===== config.mk =====
export PLATFORM = sky130hd
export DESIGN_NAME = irqc_top
export DESIGN_NICKNAME = d
export VERILOG_FILES = /design/src/rtl/irqc_pkg.sv /design/src/rtl/irqc_pending.sv /design/src/rtl/irqc_regs.sv /design/src/rtl/irqc_prio.sv /design/src/rtl/irqc_top.sv
export SDC_FILE = /design/constraint.sdc
export NUM_CORES = 1
export LEC_CHECK = 0
export BUFFER_PORTS_ARGS = -buffer_cell sky130_fd_sc_hd__buf_4
export CAP_MARGIN = 0
export CORE_MARGIN = 4
export CORE_UTILIZATION = 24
export DETAILED_ROUTE_END_ITERATION = 7
export SLEW_MARGIN = 20
export SYNTH_ARGS = -nofsm -noshare
export SYNTH_HDL_FRONTEND = slang
export SYNTH_SLANG_ARGS = --single-unit
export TNS_END_PERCENT = 1

===== constraint.sdc =====
create_clock -name clk -period 3.7 [get_ports clk]
set_clock_uncertainty 0.05 [all_clocks]
set_input_delay 0.185 -clock clk [delete_from_list [all_inputs] [get_ports clk]]
set_output_delay 0.185 -clock clk [all_outputs]
set_load 0.02 [all_outputs]

===== src/rtl/irqc_pkg.sv =====
package irqc_pkg;
  localparam int unsigned NSRC     = 15;
  localparam int unsigned LVLW     = $clog2(NSRC + 1);
  localparam int unsigned DW       = 32;
  localparam int unsigned AW       = 8;
  localparam int unsigned TRW      = 8;
  localparam int unsigned TEST_BIT = 19;

  localparam logic [AW-1:0]  OFS_PEND = 8'h48;
  localparam logic [AW-1:0]  OFS_MASK = 8'h4C;
  localparam logic [AW-1:0]  OFS_CLR  = 8'h50;
  localparam logic [AW-1:0]  OFS_FRC  = 8'h54;
  localparam logic [AW-1:0]  OFS_TEST = 8'hD0;
  localparam logic [TRW-1:0] TRAP_BASE = 8'h10;

  typedef logic [NSRC:0]   vec_t;
  typedef logic [LVLW-1:0] lvl_t;

  // Highest set bit among 1..NSRC, 0 if none.
  function automatic lvl_t top_level(input vec_t act);
    lvl_t l;
    l = '0;
    for (int i = 1; i <= int'(NSRC); i++) begin
      if (act[i]) l = LVLW'(i);
    end
    return l;
  endfunction

  // Trap type: base plus level, or zero when nothing is presented.
  function automatic logic [TRW-1:0] trap_of(input lvl_t l);
    return (l == '0) ? '0 : TRAP_BASE + TRW'(l);
  endfunction

  // One-hot bit for a level; level 0 and out-of-range levels map to nothing.
  function automatic vec_t onehot_lvl(input lvl_t l);
    vec_t v;
    v = '0;
    if (l != '0 && int'(l) <= int'(NSRC)) v[l] = 1'b1;
    return v;
  endfunction
endpackage


===== src/rtl/irqc_pending.sv =====
module irqc_pending
  import irqc_pkg::*;
(
  input  logic clk,
  input  logic rst_n,
  input  vec_t src,
  input  vec_t clr_vec,
  input  vec_t frc_vec,
  input  vec_t ack_vec,
  output vec_t src_rise,
  output vec_t pend
);
  vec_t src_q;
  vec_t pend_nxt;

  always_comb begin
    src_rise    = src & ~src_q;
    src_rise[0] = 1'b0;
    // New events win over removal in the same cycle.
    pend_nxt    = src_rise | frc_vec | (pend & ~(clr_vec | ack_vec));
    pend_nxt[0] = 1'b0;
  end

  always_ff @(posedge clk or negedge rst_n) begin
    if (!rst_n) begin
      src_q <= '0;
      pend  <= '0;
    end else begin
      src_q <= src;
      pend  <= pend_nxt;
    end
  end
endmodule


===== src/rtl/irqc_regs.sv =====
module irqc_regs
  import irqc_pkg::*;
(
  input  logic          clk,
  input  logic          rst_n,
  input  logic          bus_sel,
  input  logic          bus_wr,
  input  logic [AW-1:0] bus_addr,
  input  logic [DW-1:0] bus_wdata,
  input  vec_t          pend,
  output logic [DW-1:0] bus_rdata,
  output vec_t          mask,
  output logic          test_en,
  output vec_t          clr_vec,
  output vec_t          frc_vec
);
  logic wr_hit;
  vec_t wvec;
  logic unused_wdata;

  assign wr_hit       = bus_sel & bus_wr;
  assign wvec         = {bus_wdata[NSRC:1], 1'b0};
  assign unused_wdata = ^bus_wdata;

  assign clr_vec = (wr_hit && bus_addr == OFS_CLR) ? wvec : '0;
  // Force is gated by the test-enable value held before this write.
  assign frc_vec = (wr_hit && bus_addr == OFS_FRC && test_en) ? wvec : '0;

  always_ff @(posedge clk or negedge rst_n) begin
    if (!rst_n) begin
      mask    <= {{NSRC{1'b1}}, 1'b0};
      test_en <= 1'b0;
    end else if (wr_hit) begin
      if (bus_addr == OFS_MASK) mask    <= wvec;
      if (bus_addr == OFS_TEST) test_en <= bus_wdata[TEST_BIT];
    end
  end

  always_comb begin
    bus_rdata = '0;
    if (bus_sel && !bus_wr) begin
      case (bus_addr)
        OFS_PEND: bus_rdata = DW'(pend);
        OFS_MASK: bus_rdata = DW'(mask);
        OFS_TEST: bus_rdata = DW'(test_en) << TEST_BIT;
        default:  bus_rdata = '0;
      endcase
    end
  end
endmodule


===== src/rtl/irqc_prio.sv =====
module irqc_prio
  import irqc_pkg::*;
(
  input  vec_t           pend,
  input  vec_t           mask,
  output vec_t           active,
  output lvl_t           level,
  output logic [TRW-1:0] trap
);
  assign active = pend & ~mask;
  assign level  = top_level(active);
  assign trap   = trap_of(level);
endmodule


===== src/rtl/irqc_top.sv =====
module irqc_top
  import irqc_pkg::*;
(
  input  logic        clk,
  input  logic        rst_n,
  input  logic [15:0] irq_src,
  input  logic        bus_sel,
  input  logic        bus_wr,
  input  logic [7:0]  bus_addr,
  input  logic [31:0] bus_wdata,
  output logic [31:0] bus_rdata,
  input  logic        ack_valid,
  input  logic [3:0]  ack_level,
  output logic [3:0]  irq_level,
  output logic [7:0]  irq_trap
);
  vec_t pend, mask, active, src_rise, clr_vec, frc_vec, ack_vec;
  logic test_en;

  assign ack_vec = ack_valid ? onehot_lvl(ack_level) : '0;

  irqc_regs u_regs (
    .clk(clk), .rst_n(rst_n), .bus_sel(bus_sel), .bus_wr(bus_wr),
    .bus_addr(bus_addr), .bus_wdata(bus_wdata), .pend(pend),
    .bus_rdata(bus_rdata), .mask(mask), .test_en(test_en),
    .clr_vec(clr_vec), .frc_vec(frc_vec)
  );

  irqc_pending u_pend (
    .clk(clk), .rst_n(rst_n), .src(irq_src), .clr_vec(clr_vec),
    .frc_vec(frc_vec), .ack_vec(ack_vec), .src_rise(src_rise), .pend(pend)
  );

  irqc_prio u_prio (
    .pend(pend), .mask(mask), .active(active),
    .level(irq_level), .trap(irq_trap)
  );
endmodule


==> results of run 1 <==
worst max-delay path, stage by stage, from the launching register on:
cell	delay (ns)
dfstp_2	0.54
nand2b_1	0.17
inv_1	0.05
o311ai_0	0.54
a22oi_1	0.23
or4b_2	0.71
buf_4	0.18
through the flow:
stage          worst slack, ns  hold slack [ns]
2_1_floorplan             1.30           -0.161
3_3_place_gp              1.09            0.180
3_5_place_dp              1.06            0.183
4_1_cts                  0.731           0.0603
5_1_grt                  0.522           0.0643
6_report                 0.755           0.0619
layer usage:
metal	wire length [um]	part of all wire
met5	0	0
met4	168	0.023
met3	374	0.051
met2	3520	0.48
met1	3210	0.44
report_power, final:
| group | switching [uW] | internal (uW) | total [uW] | leakage, uW |
|---|---|---|---|---|
| Clock | 167 | 151 | 318 | 0.0000482 |
| Sequential | 14.0 | 530 | 544 | 0.000483 |
| Combinational | 91.5 | 78.3 | 170 | 0.000900 |
placed cells by master (no fill, tap or decap), drive strengths merged, types with 2 or more instances in the layout:
cell	instances
nor3b	2
nand3b	3
clkbuf	7
nor2	23
dfstp	15
nand3	4
nor4b	2
dlygate4sd3	16
mux2	15
nand2	12
a22oi	17
nand4	3
o21ai	18
a21oi	18
dfrtp	31
nand2b	13
inv	17
buf	76
conb	19
or3b	2
nor2b	8
a221o	15
repair_timing:
item / in CTS / in global routing
endpoints found under the hold margin: 46 / 0
endpoints found under the setup margin: 0 / 0
hold buffers: 16 / 0
cell families after synthesis:
group | Yosys count | synth area share
and+or+nand+nor | 80 | 0.184
AOI/OAI and AO/OA | 71 | 0.191
DFF | 46 | 0.462
buffers and inverters | 42 | 0.0949
muxes | 15 | 0.0667
other | 1 | 0.00148
worst paths after layout:
check                                       end  slack (ns)            from  cells after the start
worst max register to register  u_pend.pend[15]        2.45  u_regs.test_en                      4
worst min-delay path             u_regs.mask[9]        0.06    bus_wdata[9]                      3
min in group asynchronous       u_pend.src_q[2]        0.38           rst_n                      2
worst min register to register   u_regs.mask[9]        0.47  u_regs.mask[9]                      2
worst max-delay path                irq_trap[4]        0.76  u_regs.mask[5]                      6
max in group asynchronous        u_pend.pend[7]        2.80           rst_n                      2
flip-flops by register name, summed over array words and instances (netlist names):
| signal | cells |
|---|---|
| u_pend.pend | 15 |
| u_pend.src_q | 15 |
| u_regs.mask | 15 |
| u_regs.test_en | 1 |
cell type report:
type,count,area (um2)
Clock inverter,1,5.00
Inverter,17,63.8
Fill cell,1050,6860
Sequential cell,46,1170
Clock buffer,7,86.3
Multi-Input combinational cell,185,1190
Tap cell,136,170
Timing Repair Buffer,92,731
==> out/metrics.cfg, run 1 <==
[die]
die_area_um2=12300
pin_count=109
dieWidth_um=111
floorplan.initialDensity=0.246
rows=37
die_h_um=111
core_um2=10300

[layout]
instances_no_fill=484
nNetsFinal=412
fin_util=0.332
final_area_um2=3410
layout-drive-gt1-share=0.345
area_delta_synth_final_pct=34.9
diodes=0

[synth]
ys_async_sr_fraction=1.00
ys_seq_area_frac=0.462
ys_ff_latch=46
synth_most_common_cell=dfrtp_1
synth_ff_type=dfrtp_1
avgSynthCellArea_um2=9.93
yosys_warnings=0
synth_edf_count=0
synth.largest_area_cell=dfrtp_1
synth_area_um2=2530
synth_cell_type_count=36
yosysTopAreaCellShare=0.306
syn_inst=255
synth_area_leaders=dfrtp_1 (31%), dfstp_2 (16%), mux2_2 (6.7%)
yosys-top-cells-count=dfrtp_1 (31), nor2_1 (22), buf_4 (19)

[drt]
totalWireLength_um=7270
vias_per_cell=4.55
drt_iter0_markers=162
ant_nets=0
dr.pass1.iters=4
vias=2203
drc=0
wl_per_cell_um=15.0

[clock_tree]
cts_root_buf=clkbuf_8
cts_sinks=46
postCtsSetupBuffers=0
clock_latency_ns=0.29
cts_buffers=5
path_clk_slew_ns=0.08
clock_path_buffers=2
postCtsResizedCells=0
htreeDepth=2
cts_tree=done

[global_routing]
grt_pass1_vias=2317
grt_max_degree=47
grt_usage=0.118
grt_use_met1=0.149
grt.busiest_layer=met2
overflow=0
use_met2=0.197
use_met3=0.0267
grt_pass1_wl_um=11800
antenna_found_initial=0

[power]
p_leak_uw=0.00143
powerDensity_nw_per_um2=302
irDropWorstVdd_v=0.000195
power_uw=1030

[timing]
final.period_utilization=0.796
period_minus_slack_ns=2.94
max_slew_margin=0.439
fin_tns_setup_ns=0
hold_violations=0
tightest_slew_ns=0.841
rsz0062_at_grt=no
max_freq_mhz=340
setup_violations=0
drv_slew=0

[placed_design]
gp_congestion=0.902
place_inst=460
portBuffers=72
post-dp-hpwl_um=5500
place_area_um2=3160

[worst_setup_path]
critPathCaptureType=primary output
worstPathRequired_ns=3.46
crit_type=register to primary output
critPathArrivalTime_ns=2.71
cp-start-kind=register
critPathMaxFanout=4

[hold_path]
hp-class=input port to register

[status]
run_status=complete, no violations

[run]
maxCapViolCount=0

Note: power is estimated with default switching activity, not from simulation.
==> inputs of run 2 (changes only) <==
==> constraint.sdc (replaced) <==
create_clock -name clk -period 2.65 [get_ports clk]
set_clock_uncertainty 0.05 [all_clocks]
set_input_delay 0.1325 -clock clk [delete_from_list [all_inputs] [get_ports clk]]
set_output_delay 0.1325 -clock clk [all_outputs]
set_load 0.02 [all_outputs]
==> run 2 against run 1 <==
  * Via count increased by 1.3%
  * Core utilization grew 0.54 points
  * Count of clock-buffer cells in the layout shrank 2
  * Register-to-register slack lost 1.1 ns
  * Largest cell class unchanged
  * Critical endpoint unchanged
==> out/metrics.cfg, run 2 (same netlist as run 1, synthesis figures left out) <==
[placed_design]
post-dp-hpwl_um=5570  ; +1.4%
portBuffers=72  ; unchanged
gp_congestion=0.861  ; -4.5%
place_area_um2=3190  ; +0.95%

[timing]
fin_tns_setup_ns=0  ; unchanged
max_slew_margin=0.604  ; +0.165
final.period_utilization=0.913
max_freq_mhz=413
setup_violations=0  ; unchanged
period_minus_slack_ns=2.42
drv_slew=0  ; unchanged
hold_violations=0  ; unchanged
rsz0062_at_grt=no
tightest_slew_ns=0.594  ; -0.247 ns

[worst_setup_path]
cpMaxStageDelayCell=or4b_4
worstPathRequired_ns=2.47  ; -0.99 ns
cp-start-kind=register
critPathCaptureType=primary output
ff2ff_path_depth=4  ; unchanged
max_stage_delay_ns=0.56  ; -0.15 ns
reg2reg_slack_ns=1.39  ; -1.06 ns
rr_startpoint=u_regs.test_en
critPathMaxFanout=4  ; unchanged
path_cells=nand2b_4 -> inv_1 -> o311ai_2 -> buf_4 -> a22oi_1 -> or4b_4 -> buf_6
critPathArrivalTime_ns=2.24  ; -0.47 ns
crit_type=register to primary output
reg2reg_to=u_pend.pend[1]

[status]
run_status=complete, no violations

[drt]
dr.pass1.iters=4  ; unchanged
vias=2231  ; +1.3%
drt_iter0_markers=135  ; -17%
wl_per_cell_um=15.3  ; +1.8%
drc=0  ; unchanged
totalWireLength_um=7460  ; +2.6%
vias_per_cell=4.57  ; +0.44%
ant_nets=0  ; unchanged

[power]
power_frac_comb=0.168  ; +0.004
p_sw_uw=407  ; +49%
powerDensity_nw_per_um2=417  ; +38%
p_leak_uw=0.00145  ; +1.5%
pwr-share-seq=0.526  ; about the same
p_int_uw=1040  ; +37%
switching_share=0.282  ; +0.0176
pwr-share-clk=0.306  ; -0.002
irDropWorstVdd_v=0.000263  ; +35%

[global_routing]
antenna_found_initial=0  ; unchanged
overflow=0  ; unchanged
grt_pass1_wl_um=12200  ; +3.2%
grt_usage=0.121  ; +0.00326
grt_max_degree=47  ; unchanged
grt_pass1_vias=2398  ; +3.5%

[clock_tree]
cts_sinks=46  ; unchanged
clock_path_buffers=2  ; unchanged
cts_buffers=5  ; unchanged
htreeDepth=2  ; unchanged
postCtsSetupBuffers=0  ; unchanged
cts_tree=done
cts_root_buf=clkbuf_8
clock_latency_ns=0.32  ; +0.03 ns
path_clk_slew_ns=0.10  ; +0.02 ns

[die]
dieWidth_um=111  ; unchanged
die_h_um=111  ; unchanged
core_um2=10300  ; unchanged
rows=37  ; unchanged
floorplan.initialDensity=0.246  ; unchanged
pin_count=109  ; unchanged
die_area_um2=12300  ; unchanged

[hold_path]
hp-class=input port to register
whs_path_depth=2  ; -1
holdPathEnd=u_pend.pend[8]
hp-start=bus_wdata[8]

[layout]
fin_util=0.338  ; +0.00536
area_delta_synth_final_pct=37.1
layout-drive-gt1-share=0.364  ; +0.0188
n_fill_cell=1071  ; +2.0%
final_area_um2=3470  ; +1.6%
final_common_cell=buf_4
reg.largest.list=u_pend.pend x15, u_pend.src_q x15, u_regs.mask x15
final_cell_mix=buf_4 (79), dfrtp_1 (31), nor2_1 (22)
nNetsFinal=416  ; +0.97%
diodes=0  ; unchanged

[run]
maxCapViolCount=0  ; unchanged

-- run 2: worst max path at each step --
| stage | end | cells past startpoint | startpoint | slack, ns |
|---|---|---|---|---|
| after floorplan | irq_trap[4] | 5 | u_regs.mask[5] | 0.31 |
| after global placement | irq_trap[4] | 7 | u_regs.mask[5] | 0.28 |
| after detailed placement | irq_trap[4] | 7 | u_regs.mask[5] | 0.29 |
| after CTS | irq_trap[4] | 7 | u_regs.mask[5] | 0.01 |
| after global routing | irq_trap[4] | 7 | u_regs.mask[5] | 0.14 |
| final | irq_trap[4] | 7 | u_regs.mask[5] | 0.23 |
-- run 2: stage by stage --
| stage | hold slack, ns | setup slack (ns) | total power (uW) | instances |
|---|---|---|---|---|
| 6_report | 0.00386 | 0.231 | 1450 | 488 |
| 5_1_grt | 0.00576 | 0.143 | 1510 | 488 |
| 4_1_cts | 0.00284 | 0.0136 | 1450 | 488 |
| 3_5_place_dp | 0.128 | 0.290 | 993 | 464 |
| 3_3_place_gp | 0.128 | 0.275 | 987 | 464 |
| 2_1_floorplan | -0.213 | 0.306 | 896 | 273 |
-- run 2: area by class of cell --
type | instances | area (um2) | share of cell area
Tap cell | 136 | 170 | 0.0490
Timing Repair Buffer | 96 | 764 | 0.220
Clock buffer | 5 | 68.8 | 0.0198
Multi-Input combinational cell | 185 | 1210 | 0.349
Inverter | 17 | 63.8 | 0.0184
Sequential cell | 46 | 1170 | 0.337
Clock inverter | 3 | 21.3 | 0.00613
-- run 2: critical path: cells and delay by family, from the launching register on --
family	cells	cell delay (ns)
compound gates	2	0.35
buf+inv	3	0.36
simple gates	2	0.69
flops	1	0.55
-- run 2: what timing repair did --
item | in CTS | in global routing
hold buffers | 16 | 0
setup endpoints to repair | 1 | 1
gates resized for setup | 1 | 6
cloned | 0 | 0
hold endpoints to repair | 48 | 0
-- run 2: layer usage --
layer | global-route usage | part of all wire | up-vias
li1 | - | - | 1068
met1 | 0.157 | 0.44 | 1074
met2 | 0.207 | 0.49 | 82
met3 | 0.0240 | 0.053 | 7
met4 | 0.0304 | 0.014 | 0
met5 | 0 | 0 | -
-- run 2: power by group through the flow --
| stage | clock, uW | sequential [uW] | combinational, uW |
|---|---|---|---|
| after global routing | 478 | 767 | 268 |
| final | 442 | 761 | 243 |
| after detailed placement | 0 | 773 | 220 |
| after floorplan | 0 | 767 | 129 |
| after global placement | 0 | 772 | 215 |
| after CTS | 453 | 760 | 241 |
